===== config.mk =====
export PLATFORM = sky130hd
export DESIGN_NAME = adc_avg_ctrl
export DESIGN_NICKNAME = d
export VERILOG_FILES = /design/src/rtl/adc_avg_pkg.sv /design/src/rtl/adc_avg_datapath.sv /design/src/rtl/adc_avg_control.sv /design/src/rtl/adc_avg_ctrl.sv
export SDC_FILE = /design/constraint.sdc
export NUM_CORES = 1
export LEC_CHECK = 0
export CORE_MARGIN = 4
export CORE_UTILIZATION = 41
export CTS_BUF_LIST = sky130_fd_sc_hd__clkbuf_4 sky130_fd_sc_hd__clkbuf_8
export DETAILED_ROUTE_END_ITERATION = 12
export GPL_TIMING_DRIVEN = 0
export PLACE_DENSITY = 0.68
export SLEW_MARGIN = 20
export SYNTH_ARGS = -nofsm -noshare
export SYNTH_HDL_FRONTEND = slang
export SYNTH_SLANG_ARGS = --single-unit

===== constraint.sdc =====
create_clock -name clk -period 2.65 [get_ports clk]
set_input_delay 0.3975 -clock clk [delete_from_list [all_inputs] [get_ports clk]]
set_output_delay 0.3975 -clock clk [all_outputs]
set_load 0.01 [all_outputs]

===== src/rtl/adc_avg_pkg.sv =====
package adc_avg_pkg;

  localparam int WORD_W = 4;
  localparam int ADDR_W = WORD_W + 2;

  localparam logic [WORD_W-1:0] WORD_CTRL = 4'h0;
  localparam logic [WORD_W-1:0] WORD_CFG  = 4'h1;
  localparam logic [WORD_W-1:0] WORD_STAT = 4'h2;
  localparam logic [WORD_W-1:0] WORD_DATA = 4'h3;
  localparam logic [WORD_W-1:0] WORD_IEN  = 4'h4;
  localparam logic [WORD_W-1:0] WORD_IST  = 4'h5;
  localparam logic [WORD_W-1:0] WORD_VER  = 4'h8;

  localparam logic [31:0] VERSION_WORD = 32'h8000_0008;
  localparam logic [1:0]  SOFT_HOLD_CODE = 2'd2;

  typedef enum logic [1:0] {
    ST_IDLE,
    ST_WAIT,
    ST_REQ,
    ST_CAPT
  } seqState_t;

  typedef struct packed {
    logic clear;
    logic accumulate;
    logic commit;
  } dpStrobe_t;

  function automatic int maxOf(input int a, input int b);
    return (a > b) ? a : b;
  endfunction

endpackage


===== src/rtl/adc_avg_datapath.sv =====
module adc_avg_datapath
  import adc_avg_pkg::*;
#(
  parameter int SAMPLE_W = 12,
  parameter int MAX_CODE = 6
) (
  input  logic                clk,
  input  logic                rstN,
  input  dpStrobe_t           strobe,
  input  logic [SAMPLE_W-1:0] cvSample,
  input  logic [2:0]          shiftCode,
  input  logic                fmtOffset,
  output logic [SAMPLE_W-1:0] dataValue
);

  localparam int ACC_W = SAMPLE_W + MAX_CODE + 1;
  localparam int NUM_SHIFT = MAX_CODE + 1;

  logic [ACC_W-1:0]    acc;
  logic [ACC_W-1:0]    sumNext;
  logic [SAMPLE_W-1:0] shifted [NUM_SHIFT];
  logic [SAMPLE_W-1:0] avg;
  logic [SAMPLE_W-1:0] formatted;

  assign sumNext = acc + ACC_W'(cvSample);

  // one tap per legal shift amount; the divide is a select
  for (genvar g = 0; g < NUM_SHIFT; g++) begin : g_shift
    assign shifted[g] = sumNext[g +: SAMPLE_W];
  end

  always_comb begin
    avg = shifted[0];
    for (int i = 1; i < NUM_SHIFT; i++) begin
      if (shiftCode == 3'(i)) avg = shifted[i];
    end
  end

  // two's complement form: flip the top bit of the offset code
  assign formatted = fmtOffset ? avg : {~avg[SAMPLE_W-1], avg[SAMPLE_W-2:0]};

  always_ff @(posedge clk or negedge rstN) begin
    if (!rstN) begin
      acc       <= '0;
      dataValue <= '0;
    end else begin
      if (strobe.clear)           acc <= '0;
      else if (strobe.accumulate) acc <= sumNext;
      if (strobe.commit) dataValue <= formatted;
    end
  end

endmodule


===== src/rtl/adc_avg_control.sv =====
module adc_avg_control
  import adc_avg_pkg::*;
#(
  parameter int SAMPLE_W  = 12,
  parameter int MAX_CODE  = 6,
  parameter int NUM_CH    = 10,
  parameter int LAT_LONG  = 40,
  parameter int LAT_SHORT = 20,
  parameter int SLOW_GAP  = 80,
  parameter int FAST_GAP  = 4
) (
  input  logic                clk,
  input  logic                rstN,
  input  logic [ADDR_W-1:0]   busAddr,
  input  logic                busWe,
  input  logic [31:0]         busWdata,
  output logic [31:0]         busRdata,
  input  logic [SAMPLE_W-1:0] dataValue,
  output logic [3:0]          cvChannel,
  output logic                cvStart,
  input  logic                cvValid,
  output logic                irq,
  output dpStrobe_t           strobe,
  output logic [2:0]          shiftCode,
  output logic                fmtOffset,
  output logic                seqEnd,
  output logic                softHold,
  output logic                doneFlag,
  output logic                intStatus,
  output logic                intEnable
);

  localparam int TIMER_MAX = maxOf(maxOf(LAT_LONG, LAT_SHORT), maxOf(SLOW_GAP, FAST_GAP));
  localparam int TIMER_W   = $clog2(TIMER_MAX + 1);
  localparam int CNT_W     = MAX_CODE + 1;
  localparam logic [TIMER_W-1:0] LONG_LOAD  = TIMER_W'(LAT_LONG - 1);
  localparam logic [TIMER_W-1:0] SHORT_LOAD = TIMER_W'(LAT_SHORT - 1);
  localparam logic [TIMER_W-1:0] SLOW_LOAD  = TIMER_W'(SLOW_GAP - 1);
  localparam logic [TIMER_W-1:0] FAST_LOAD  = TIMER_W'(FAST_GAP - 1);
  localparam logic [2:0] CODE_CAP = 3'(MAX_CODE);
  localparam logic [3:0] CH_LIMIT = 4'(NUM_CH);

  // register fields
  logic [1:0] softField;
  logic       cfgFormat;
  logic       cfgLatSel;
  logic       cfgRate;
  logic [2:0] cfgCode;
  logic [3:0] cfgChan;

  seqState_t        state;
  logic [TIMER_W-1:0] timer;
  logic [CNT_W-1:0] sampCount;

  logic [WORD_W-1:0] wordSel;
  logic wrCtrl, wrCfg, wrIen, wrIst;
  logic startReq, abortReq, chanOk, lastSample, takeSample;
  logic [2:0] effCode;

  assign wordSel = busAddr[ADDR_W-1:2];
  assign wrCtrl  = busWe && (wordSel == WORD_CTRL);
  assign wrCfg   = busWe && (wordSel == WORD_CFG);
  assign wrIen   = busWe && (wordSel == WORD_IEN);
  assign wrIst   = busWe && (wordSel == WORD_IST);

  assign effCode    = (cfgCode > CODE_CAP) ? CODE_CAP : cfgCode;
  assign chanOk     = cfgChan < CH_LIMIT;
  assign lastSample = sampCount == CNT_W'((32'd1 << effCode) - 32'd1);
  assign abortReq   = wrCtrl && (busWdata[2:1] == SOFT_HOLD_CODE);
  assign startReq   = wrCtrl && busWdata[0] && (busWdata[2:1] != SOFT_HOLD_CODE)
                      && (state == ST_IDLE);
  assign takeSample = (state == ST_CAPT) && cvValid && !abortReq;

  assign strobe.clear      = (startReq && chanOk) || abortReq;
  assign strobe.accumulate = takeSample;
  assign strobe.commit     = takeSample && lastSample;
  assign seqEnd            = (takeSample && lastSample) || (startReq && !chanOk);

  assign shiftCode = effCode;
  assign fmtOffset = cfgFormat;
  assign softHold  = softField == SOFT_HOLD_CODE;
  assign cvStart   = state == ST_REQ;
  assign cvChannel = cfgChan;
  assign irq       = intStatus && intEnable;

  // register file writes
  always_ff @(posedge clk or negedge rstN) begin
    if (!rstN) begin
      softField <= 2'd1;
      cfgFormat <= 1'b1;
      cfgLatSel <= 1'b1;
      cfgRate   <= 1'b1;
      cfgCode   <= 3'd2;
      cfgChan   <= 4'd0;
      intEnable <= 1'b0;
      intStatus <= 1'b0;
    end else begin
      if (wrCtrl) softField <= busWdata[2:1];
      if (wrCfg) begin
        cfgFormat <= busWdata[10];
        cfgLatSel <= busWdata[9];
        cfgRate   <= busWdata[8];
        cfgCode   <= busWdata[6:4];
        cfgChan   <= busWdata[3:0];
      end
      if (wrIen) intEnable <= busWdata[0];
      // a finishing sequence wins over a clear in the same cycle
      if (seqEnd)                   intStatus <= 1'b1;
      else if (wrIst && busWdata[0]) intStatus <= 1'b0;
    end
  end

  // sequencer
  always_ff @(posedge clk or negedge rstN) begin
    if (!rstN) begin
      state     <= ST_IDLE;
      timer     <= '0;
      sampCount <= '0;
      doneFlag  <= 1'b0;
    end else if (abortReq) begin
      state    <= ST_IDLE;
      doneFlag <= 1'b0;
    end else begin
      unique case (state)
        ST_IDLE: begin
          if (startReq) begin
            if (chanOk) begin
              state     <= ST_WAIT;
              timer     <= cfgLatSel ? SHORT_LOAD : LONG_LOAD;
              sampCount <= '0;
              doneFlag  <= 1'b0;
            end else begin
              doneFlag <= 1'b1;
            end
          end
        end
        ST_WAIT: begin
          if (timer == '0) state <= ST_REQ;
          else             timer <= timer - 1'b1;
        end
        ST_REQ: state <= ST_CAPT;
        ST_CAPT: begin
          if (cvValid) begin
            if (lastSample) begin
              state    <= ST_IDLE;
              doneFlag <= 1'b1;
            end else begin
              state     <= ST_WAIT;
              timer     <= cfgRate ? FAST_LOAD : SLOW_LOAD;
              sampCount <= sampCount + 1'b1;
            end
          end
        end
        default: state <= ST_IDLE;
      endcase
    end
  end

  // read mux
  always_comb begin
    busRdata = '0;
    unique case (wordSel)
      WORD_CTRL: busRdata = {29'b0, softField, 1'b0};
      WORD_CFG:  busRdata = {21'b0, cfgFormat, cfgLatSel, cfgRate, 1'b0, cfgCode, cfgChan};
      WORD_STAT: busRdata = {29'b0, doneFlag, 2'b0};
      WORD_DATA: busRdata = 32'(dataValue);
      WORD_IEN:  busRdata = {31'b0, intEnable};
      WORD_IST:  busRdata = {31'b0, intStatus};
      WORD_VER:  busRdata = VERSION_WORD;
      default:   busRdata = '0;
    endcase
  end

endmodule


===== src/rtl/adc_avg_ctrl.sv =====
module adc_avg_ctrl
  import adc_avg_pkg::*;
#(
  parameter int SAMPLE_W  = 12,
  parameter int MAX_CODE  = 6,
  parameter int NUM_CH    = 10,
  parameter int LAT_LONG  = 40,
  parameter int LAT_SHORT = 20,
  parameter int SLOW_GAP  = 80,
  parameter int FAST_GAP  = 4
) (
  input  logic                clk,
  input  logic                rstN,
  input  logic [ADDR_W-1:0]   busAddr,
  input  logic                busWe,
  input  logic [31:0]         busWdata,
  output logic [31:0]         busRdata,
  output logic [3:0]          cvChannel,
  output logic                cvStart,
  input  logic [SAMPLE_W-1:0] cvSample,
  input  logic                cvValid,
  output logic                irq
);

  dpStrobe_t           strobe;
  logic [SAMPLE_W-1:0] dataValue;
  logic [2:0]          shiftCode;
  logic                fmtOffset;
  logic                seqEnd;
  logic                softHold;
  logic                doneFlag;
  logic                intStatus;
  logic                intEnable;

  adc_avg_control #(
    .SAMPLE_W (SAMPLE_W),
    .MAX_CODE (MAX_CODE),
    .NUM_CH   (NUM_CH),
    .LAT_LONG (LAT_LONG),
    .LAT_SHORT(LAT_SHORT),
    .SLOW_GAP (SLOW_GAP),
    .FAST_GAP (FAST_GAP)
  ) u_control (
    .clk      (clk),
    .rstN     (rstN),
    .busAddr  (busAddr),
    .busWe    (busWe),
    .busWdata (busWdata),
    .busRdata (busRdata),
    .dataValue(dataValue),
    .cvChannel(cvChannel),
    .cvStart  (cvStart),
    .cvValid  (cvValid),
    .irq      (irq),
    .strobe   (strobe),
    .shiftCode(shiftCode),
    .fmtOffset(fmtOffset),
    .seqEnd   (seqEnd),
    .softHold (softHold),
    .doneFlag (doneFlag),
    .intStatus(intStatus),
    .intEnable(intEnable)
  );

  adc_avg_datapath #(
    .SAMPLE_W(SAMPLE_W),
    .MAX_CODE(MAX_CODE)
  ) u_datapath (
    .clk      (clk),
    .rstN     (rstN),
    .strobe   (strobe),
    .cvSample (cvSample),
    .shiftCode(shiftCode),
    .fmtOffset(fmtOffset),
    .dataValue(dataValue)
  );

endmodule


**Yosys cells after proc, flatten, opt, wreduce, memory -nomap -nowiden**

Index checks and enable logic that the tools add are counted.
W data, S select, Z words.

- Add/subtract/negate cells: 4
- Order comparisons: 2
- Equality and inequality tests: 28
- Shift-type cells: 1
- Multiplexer cells: 39
- Bitwise gates (word level): 2
- Reductions and logical operators: 31

Operator list:

| operator | number |
|---|---|
| $pmux W32 S7 | 1 |
| $mux W12 | 7 |
| $mux W7 | 10 |
| $mux W19 | 2 |
| $pmux W7 S3 | 1 |
| $add A19 B12 Y19 | 1 |
| $logic_and A1 B1 Y1 | 15 |
| $pmux W7 S2 | 1 |
| $sub A7 B1 Y7 const B | 2 |
| $ne A3 B1 Y1 const B | 4 |
| $mux W2 | 5 |
| $eq A3 B3 Y1 const B | 3 |
| $eq A4 B2 Y1 const B | 2 |
| $eq A4 B3 Y1 const B | 2 |
| $mux W1 | 8 |
| $ne A2 B2 Y1 const B | 4 |
| $pmux W2 S4 | 1 |
| $reduce_and A4 Y1 | 2 |
| $add A7 B1 Y7 const B | 1 |
| $eq A7 B7 Y1 | 1 |
| $logic_not A7 Y1 | 1 |
| $reduce_and A7 Y1 | 1 |
| $shl A1 B3 Y7 const A | 1 |
| $eq A2 B2 Y1 const B | 3 |
| 20 further kinds | 28 |

- Flip-flop bits (word level): 62
- Output and inout port bits: 38

**Longest topological paths before layout**

- Depth after elaboration: 11
- Depth in mapped cells: 11
- Gate-level depth less buffers: 10

**By module**

Synthesis repeated with hierarchy kept, for this count alone.

- Cell total of the unflattened synthesis: 620
- Area total of the unflattened synthesis: 5351.4 um^2

By module, submodules not included:

| module | instances | cells an instance | area each (um^2) |
|---|---|---|---|
| adc_avg_datapath | 1 | 354 | 2987.9 |
| adc_avg_control | 1 | 266 | 2363.5 |

**Least setup slack after synthesis**

OpenSTA, ideal clock, no wires.

- Path type: input port to flip-flop
- From: input cvSample[0]
- To: register u_datapath.dataValue[11]
- Setup time: 69 ps
- Data arrival time: 2779 ps
- Data required time: 2581 ps
- Path slack: -198 ps
- Stages on the path: 10
- Buffers on the path: 0
- Path through: ha_1 fa_1 a21o_1 a221oi_2 o221a_4 xnor2_1 a21oi_2 a221oi_2 or4b_1 nand3_1

- Word-level cells in the longest chain between the ends: 9

Ends and longest elaborated chain:

| element | RTL line | source |
|---|---|---|
| start, declared | adc_avg_ctrl.sv:20 | `input logic [SAMPLE_W-1:0] cvSample,` |
| $add A19 B12 Y19 (*) | adc_avg_datapath.sv:25 | `assign sumNext = acc + ACC_W'(cvSample);` |
| $mux W12 (5 in series) | adc_avg_datapath.sv:35 | `if (shiftCode == 3'(i)) avg = shifted[i];` |
| $mux W12 (*) | adc_avg_datapath.sv:35 |  |
| $not A1 Y1 | adc_avg_datapath.sv:40 | `assign formatted = fmtOffset ? avg : {~avg[SAMPLE_W-1], avg[SAMPLE_W-2:0]};` |
| $mux W12 (*) | adc_avg_datapath.sv:40 |  |
| end signal, assigned | adc_avg_datapath.sv:49 | `if (strobe.commit) dataValue <= formatted;` |
| end, declared | adc_avg_datapath.sv:13 | `output logic [SAMPLE_W-1:0] dataValue` |

Every way passes the cells marked *; elsewhere a longest branch is shown, timed or not.
A chain may end at the register's enable or synchronous reset.

**Worst setup path after layout**

- From: register u_datapath.acc[4]
- To: register u_datapath.dataValue[11]

- Word-level cells in the longest chain between the ends: 9

Ends and longest elaborated chain:

| element | RTL line | source |
|---|---|---|
| start, declared | adc_avg_datapath.sv:19 | `logic [ACC_W-1:0] acc;` |
| start signal, assigned | adc_avg_datapath.sv:48 | `else if (strobe.accumulate) acc <= sumNext;` |
| $add A19 B12 Y19 (*) | adc_avg_datapath.sv:25 |  |
| $mux W12 (5 in series) | adc_avg_datapath.sv:35 |  |
| $mux W12 (*) | adc_avg_datapath.sv:35 |  |
| $not A1 Y1 | adc_avg_datapath.sv:40 |  |
| $mux W12 (*) | adc_avg_datapath.sv:40 |  |

Marks and branches as above.

==> flow_summary_export.csv <==
group,metric,value,unit
synth,synth_edf_count,0,
timing,final_max_slew_viol_count,0,
grt,antenna_found_initial,0,
outcome,violations,"setup timing",
grt,met2_usage,0.3295,
floorplanning,die_w,117.6,um
synth,synthAdderAreaFrac,0.05234,
synth,synthArstFlopShare,1.000,
power_and_ir_drop,powerDensity,1141,mW/mm^2
finish,fin_util,0.5649,
timing,finalCritPeriodShare,1.092,
route,vias,4845,
clock_network,clkSinkCount,61,
clock_network,clk_latency,360,ps
outcome,status,"complete, but fails checks",
floorplanning,rows,39,
floorplanning,die_area,0.01383,mm^2
placed_design,globalplace.congestion,0.9193,
placed_design,dp_hpwl,10000,um
finish,area_growth,32.65,%
worst_setup_path,critPathKind,"reg2reg",
route,wirelength,14120,um
route,drtPass1Iterations,5,
route,avgRoutedWirePerCell,16.42,um
finish,multi_input_area,0.003431,mm^2
timing,slew_headroom,0.5594,
synth,ys.flop_type,"dfrtp_1",
synth,netlist_instances,601,
finish,drive_gt1_frac,0.2441,
synth,yosysWarningCount,0,
synth,synth_top_area_frac,0.2846,
timing,period_minus_slack,2894,ps
clock_network,htreeDepth,3,
worst_setup_path,crit_path_start_kind,"flip-flop",
grt,met3_usage,0.04373,
synth,syn_avg_cell_area,8.194,um^2
worst_setup_path,critPathCaptureType,"flip-flop",
timing,layout_setup_ws,-244.1,ps
synth,seq_area_frac_synth,0.3112,
min_path,hold_class,"in2async",
timing,hold_viol,0,
power_and_ir_drop,power_frac_clock,0.115,
floorplanning,ios,92,
power_and_ir_drop,power_frac_comb,0.667,
grt,grt_usage,0.2015,
power_and_ir_drop,pwr-share-seq,0.218,
route,antenna_left,0,
power_and_ir_drop,peakVddDrop,0.7482,mV
timing,rsz0062_at_grt,"yes",
clock_network,clk_root_buffer_cell,"clkbuf_8",
synth,yosys.area_share.simple,0.2157,
route,route.detailed.drc,0,
placed_design,io_buffer_count,46,
synth,synth_area,0.004925,mm^2
power_and_ir_drop,swShare,0.4526,
timing,finalSetupViolations,10,
power_and_ir_drop,intPower,4.080,mW
grt,grt_max_degree,37,
grt,top_usage_layer,"met2",
run,cap_violations,0,
synth,synth_top_family_by_area,"compound AO/OA/AOI/OAI gates",
grt,grt_pass1_vias,4753,
floorplanning,initial_utilization,0.4258,
timing,setup_tns,-991.0,ps
clock_network,clkSlewWorstSetupHoldPaths,80,ps
grt,grt-ovfl-total,0,
floorplanning,core,0.01156,mm^2
synth,synth_area_leaders,"dfrtp_1, nand2_1, nor2_1",
finish,area.sequential,0.001533,mm^2
power_and_ir_drop,p_leak,2.865,nW
timing,max_freq,0.3455,GHz
synth,synth-seq-cells,61,
clock_network,cts_tree,"built",
grt,grt_pass1_wl,23150,um
finish,n_antenna_cell,0,
synth,synth-compound-area-share,0.2231,
worst_setup_path,arrival,3190,ps
synth,yosys.area.top_type,"dfrtp_1",
floorplanning,die_y,117.6,um
power_and_ir_drop,switching_power,3.373,mW
clock_network,cts_buffers,9,
grt,grtUsageMet1,0.2543,
route,avgViaCountPerCell,5.634,
finish,n_fill_cell,1001,
worst_setup_path,path_max_fanout,6,
finish,fin_nets,786,
synth,synth_xor_area_frac,0.02668,
timing,worst_pin_slew,660.9,ps
synth,synthMuxAreaShare,0.09553,
timing,skew,12.82,ps
clock_network,clk_path_buf_depth,2,
route,drtIter0Drc,422,
synth,synth.distinct_cells,76,
worst_setup_path,cp.required,2940,ps
-- state kept, by name, summed over array words and instances, names as in the netlist --
name and count:
u_control.sampCount 7, u_control.state 2, u_control.cfgLatSel 1, u_control.softField 2
u_control.cfgRate 1, u_control.fmtOffset 1, u_control.intStatus 1, u_control.cfgCode 3
u_control.timer 7, u_datapath.acc 18, u_datapath.dataValue 12, u_control.intEnable 1
u_control.doneFlag 1, u_control.cvChannel 4
-- critical path: stages (launching register included) --
cell      delay [ps]
dfrtp_1          420
ha_4             260
a21o_1           240
a31o_1           240
o211a_1          250
or3b_4           380
a31oi_4          260
a221oi_2         120
or4b_1           540
nand3_1          110
-- synthesized netlist by cell type, types with 8 or more instances --
| library cell | count |
|---|---|
| a21oi_1 | 41 |
| o21ai_0 | 32 |
| clkbuf_1 | 23 |
| xnor2_1 | 12 |
| nor3_1 | 15 |
| nor2_1 | 68 |
| nand3_1 | 17 |
| buf_2 | 11 |
| dfrtp_1 | 56 |
| mux2_2 | 18 |
| buf_4 | 19 |
| nand2b_1 | 8 |
| a21o_1 | 8 |
| mux2i_1 | 20 |
| a211oi_1 | 10 |
| nand2_1 | 70 |
| inv_1 | 17 |
| ha_1 | 19 |
| a31oi_1 | 9 |
-- power groups by stage --
stage	combinational (mW)	clock (mW)	sequential, mW
after CTS	4.36	0.875	1.60
after global routing	5.43	0.925	1.67
final	4.97	0.854	1.63
after floorplan	2.88	0	1.52
after global placement	3.65	0	1.58
after detailed placement	3.75	0	1.60
-- cells in the final DEF, fill, tap and decap left out, types with 5 or more instances in the layout --
cell type	Yosys	routed
nand2_1	70	68
nor2_1	68	67
dfrtp_1	56	56
buf_4	19	53
clkdlybuf4s50_1	0	42
a21oi_1	41	37
o21ai_0	32	24
mux2i_1	20	20
conb_1	1	19
inv_1	17	17
mux2_2	18	17
nand3_1	17	16
nor3_1	15	15
ha_1	19	13
clkbuf_1	23	12
clkbuf_8	0	10
a211oi_1	10	9
a21o_1	8	8
buf_6	0	8
nand2b_1	8	8
a31oi_1	9	7
o21ai_1	5	7
clkbuf_2	1	6
and2_1	6	6
and3_1	6	6
o211ai_1	6	6
xnor2_1	12	6
ha_4	0	6
buf_2	11	5
a21oi_2	1	5
nor2b_1	5	5
o21ai_2	0	5
nand4_1	5	5
dfstp_2	5	5
-- logic make-up after synthesis --
group / count (synthesis)
multiplexers: 41
buffers and inverters: 75
XOR/XNOR: 15
AND/OR/NAND/NOR: 227
AO/OA/AOI/OAI: 161
adder cells (fa/ha/maj): 20
flip-flops: 61
other: 1
-- worst paths after layout --
path | startpoint | slack (ps) | cells past startpoint | end
max | u_datapath.acc[4] | -240 | 9 | u_datapath.dataValue[11]
min | rstN | 500 | 2 | u_control.timer[4]
max reg2reg | u_datapath.acc[4] | -240 | 9 | u_datapath.dataValue[11]
min reg2reg | u_datapath.dataValue[4] | 500 | 2 | u_datapath.dataValue[4]
max in group asynchronous | rstN | 1570 | 3 | u_control.softField[0]
min in group clk | u_datapath.dataValue[4] | 500 | 2 | u_datapath.dataValue[4]
-- area by class of cell --
type                    count  area share
multi-input cells         483      0.5252
flip-flops and latches     61      0.2346
repair buffers             85      0.1201
plain buffers              52     0.05076
well taps                 143     0.02739
clock buffers               9     0.01896
clock inverters             7     0.01149
inverters                  20     0.01149
-- timing repair --
action	in CTS	in global routing
pin swaps	26	21
hold endpoints to repair	22	0
endpoints found under the setup margin	30	41
gates resized for setup	45	44
setup buffers	20	18
hold buffers	1	0
-- metrics by stage --
stage / total power, mW / std cells / hold WS, ps / setup slack, ps / cell area, um^2
after floorplan: 4.403 / 619 / 101.9 / -49.44 / 5041
after detailed placement: 5.351 / 809 / 342.2 / -1015 / 5704
final: 7.453 / 860 / 498.1 / -244.1 / 6533
after global routing: 8.023 / 860 / 525.4 / -293.8 / 6533
after global placement: 5.232 / 808 / 479.5 / -997.6 / 5680
after CTS: 6.837 / 845 / 495.1 / -159.7 / 6247
-- layer usage --
metal	up-vias	wire, um
met4	0	255
li1	2345	-
met3	24	943
met1	2273	6201
met5	-	0
met2	203	6721
Note: power is estimated with default switching activity, not from simulation.
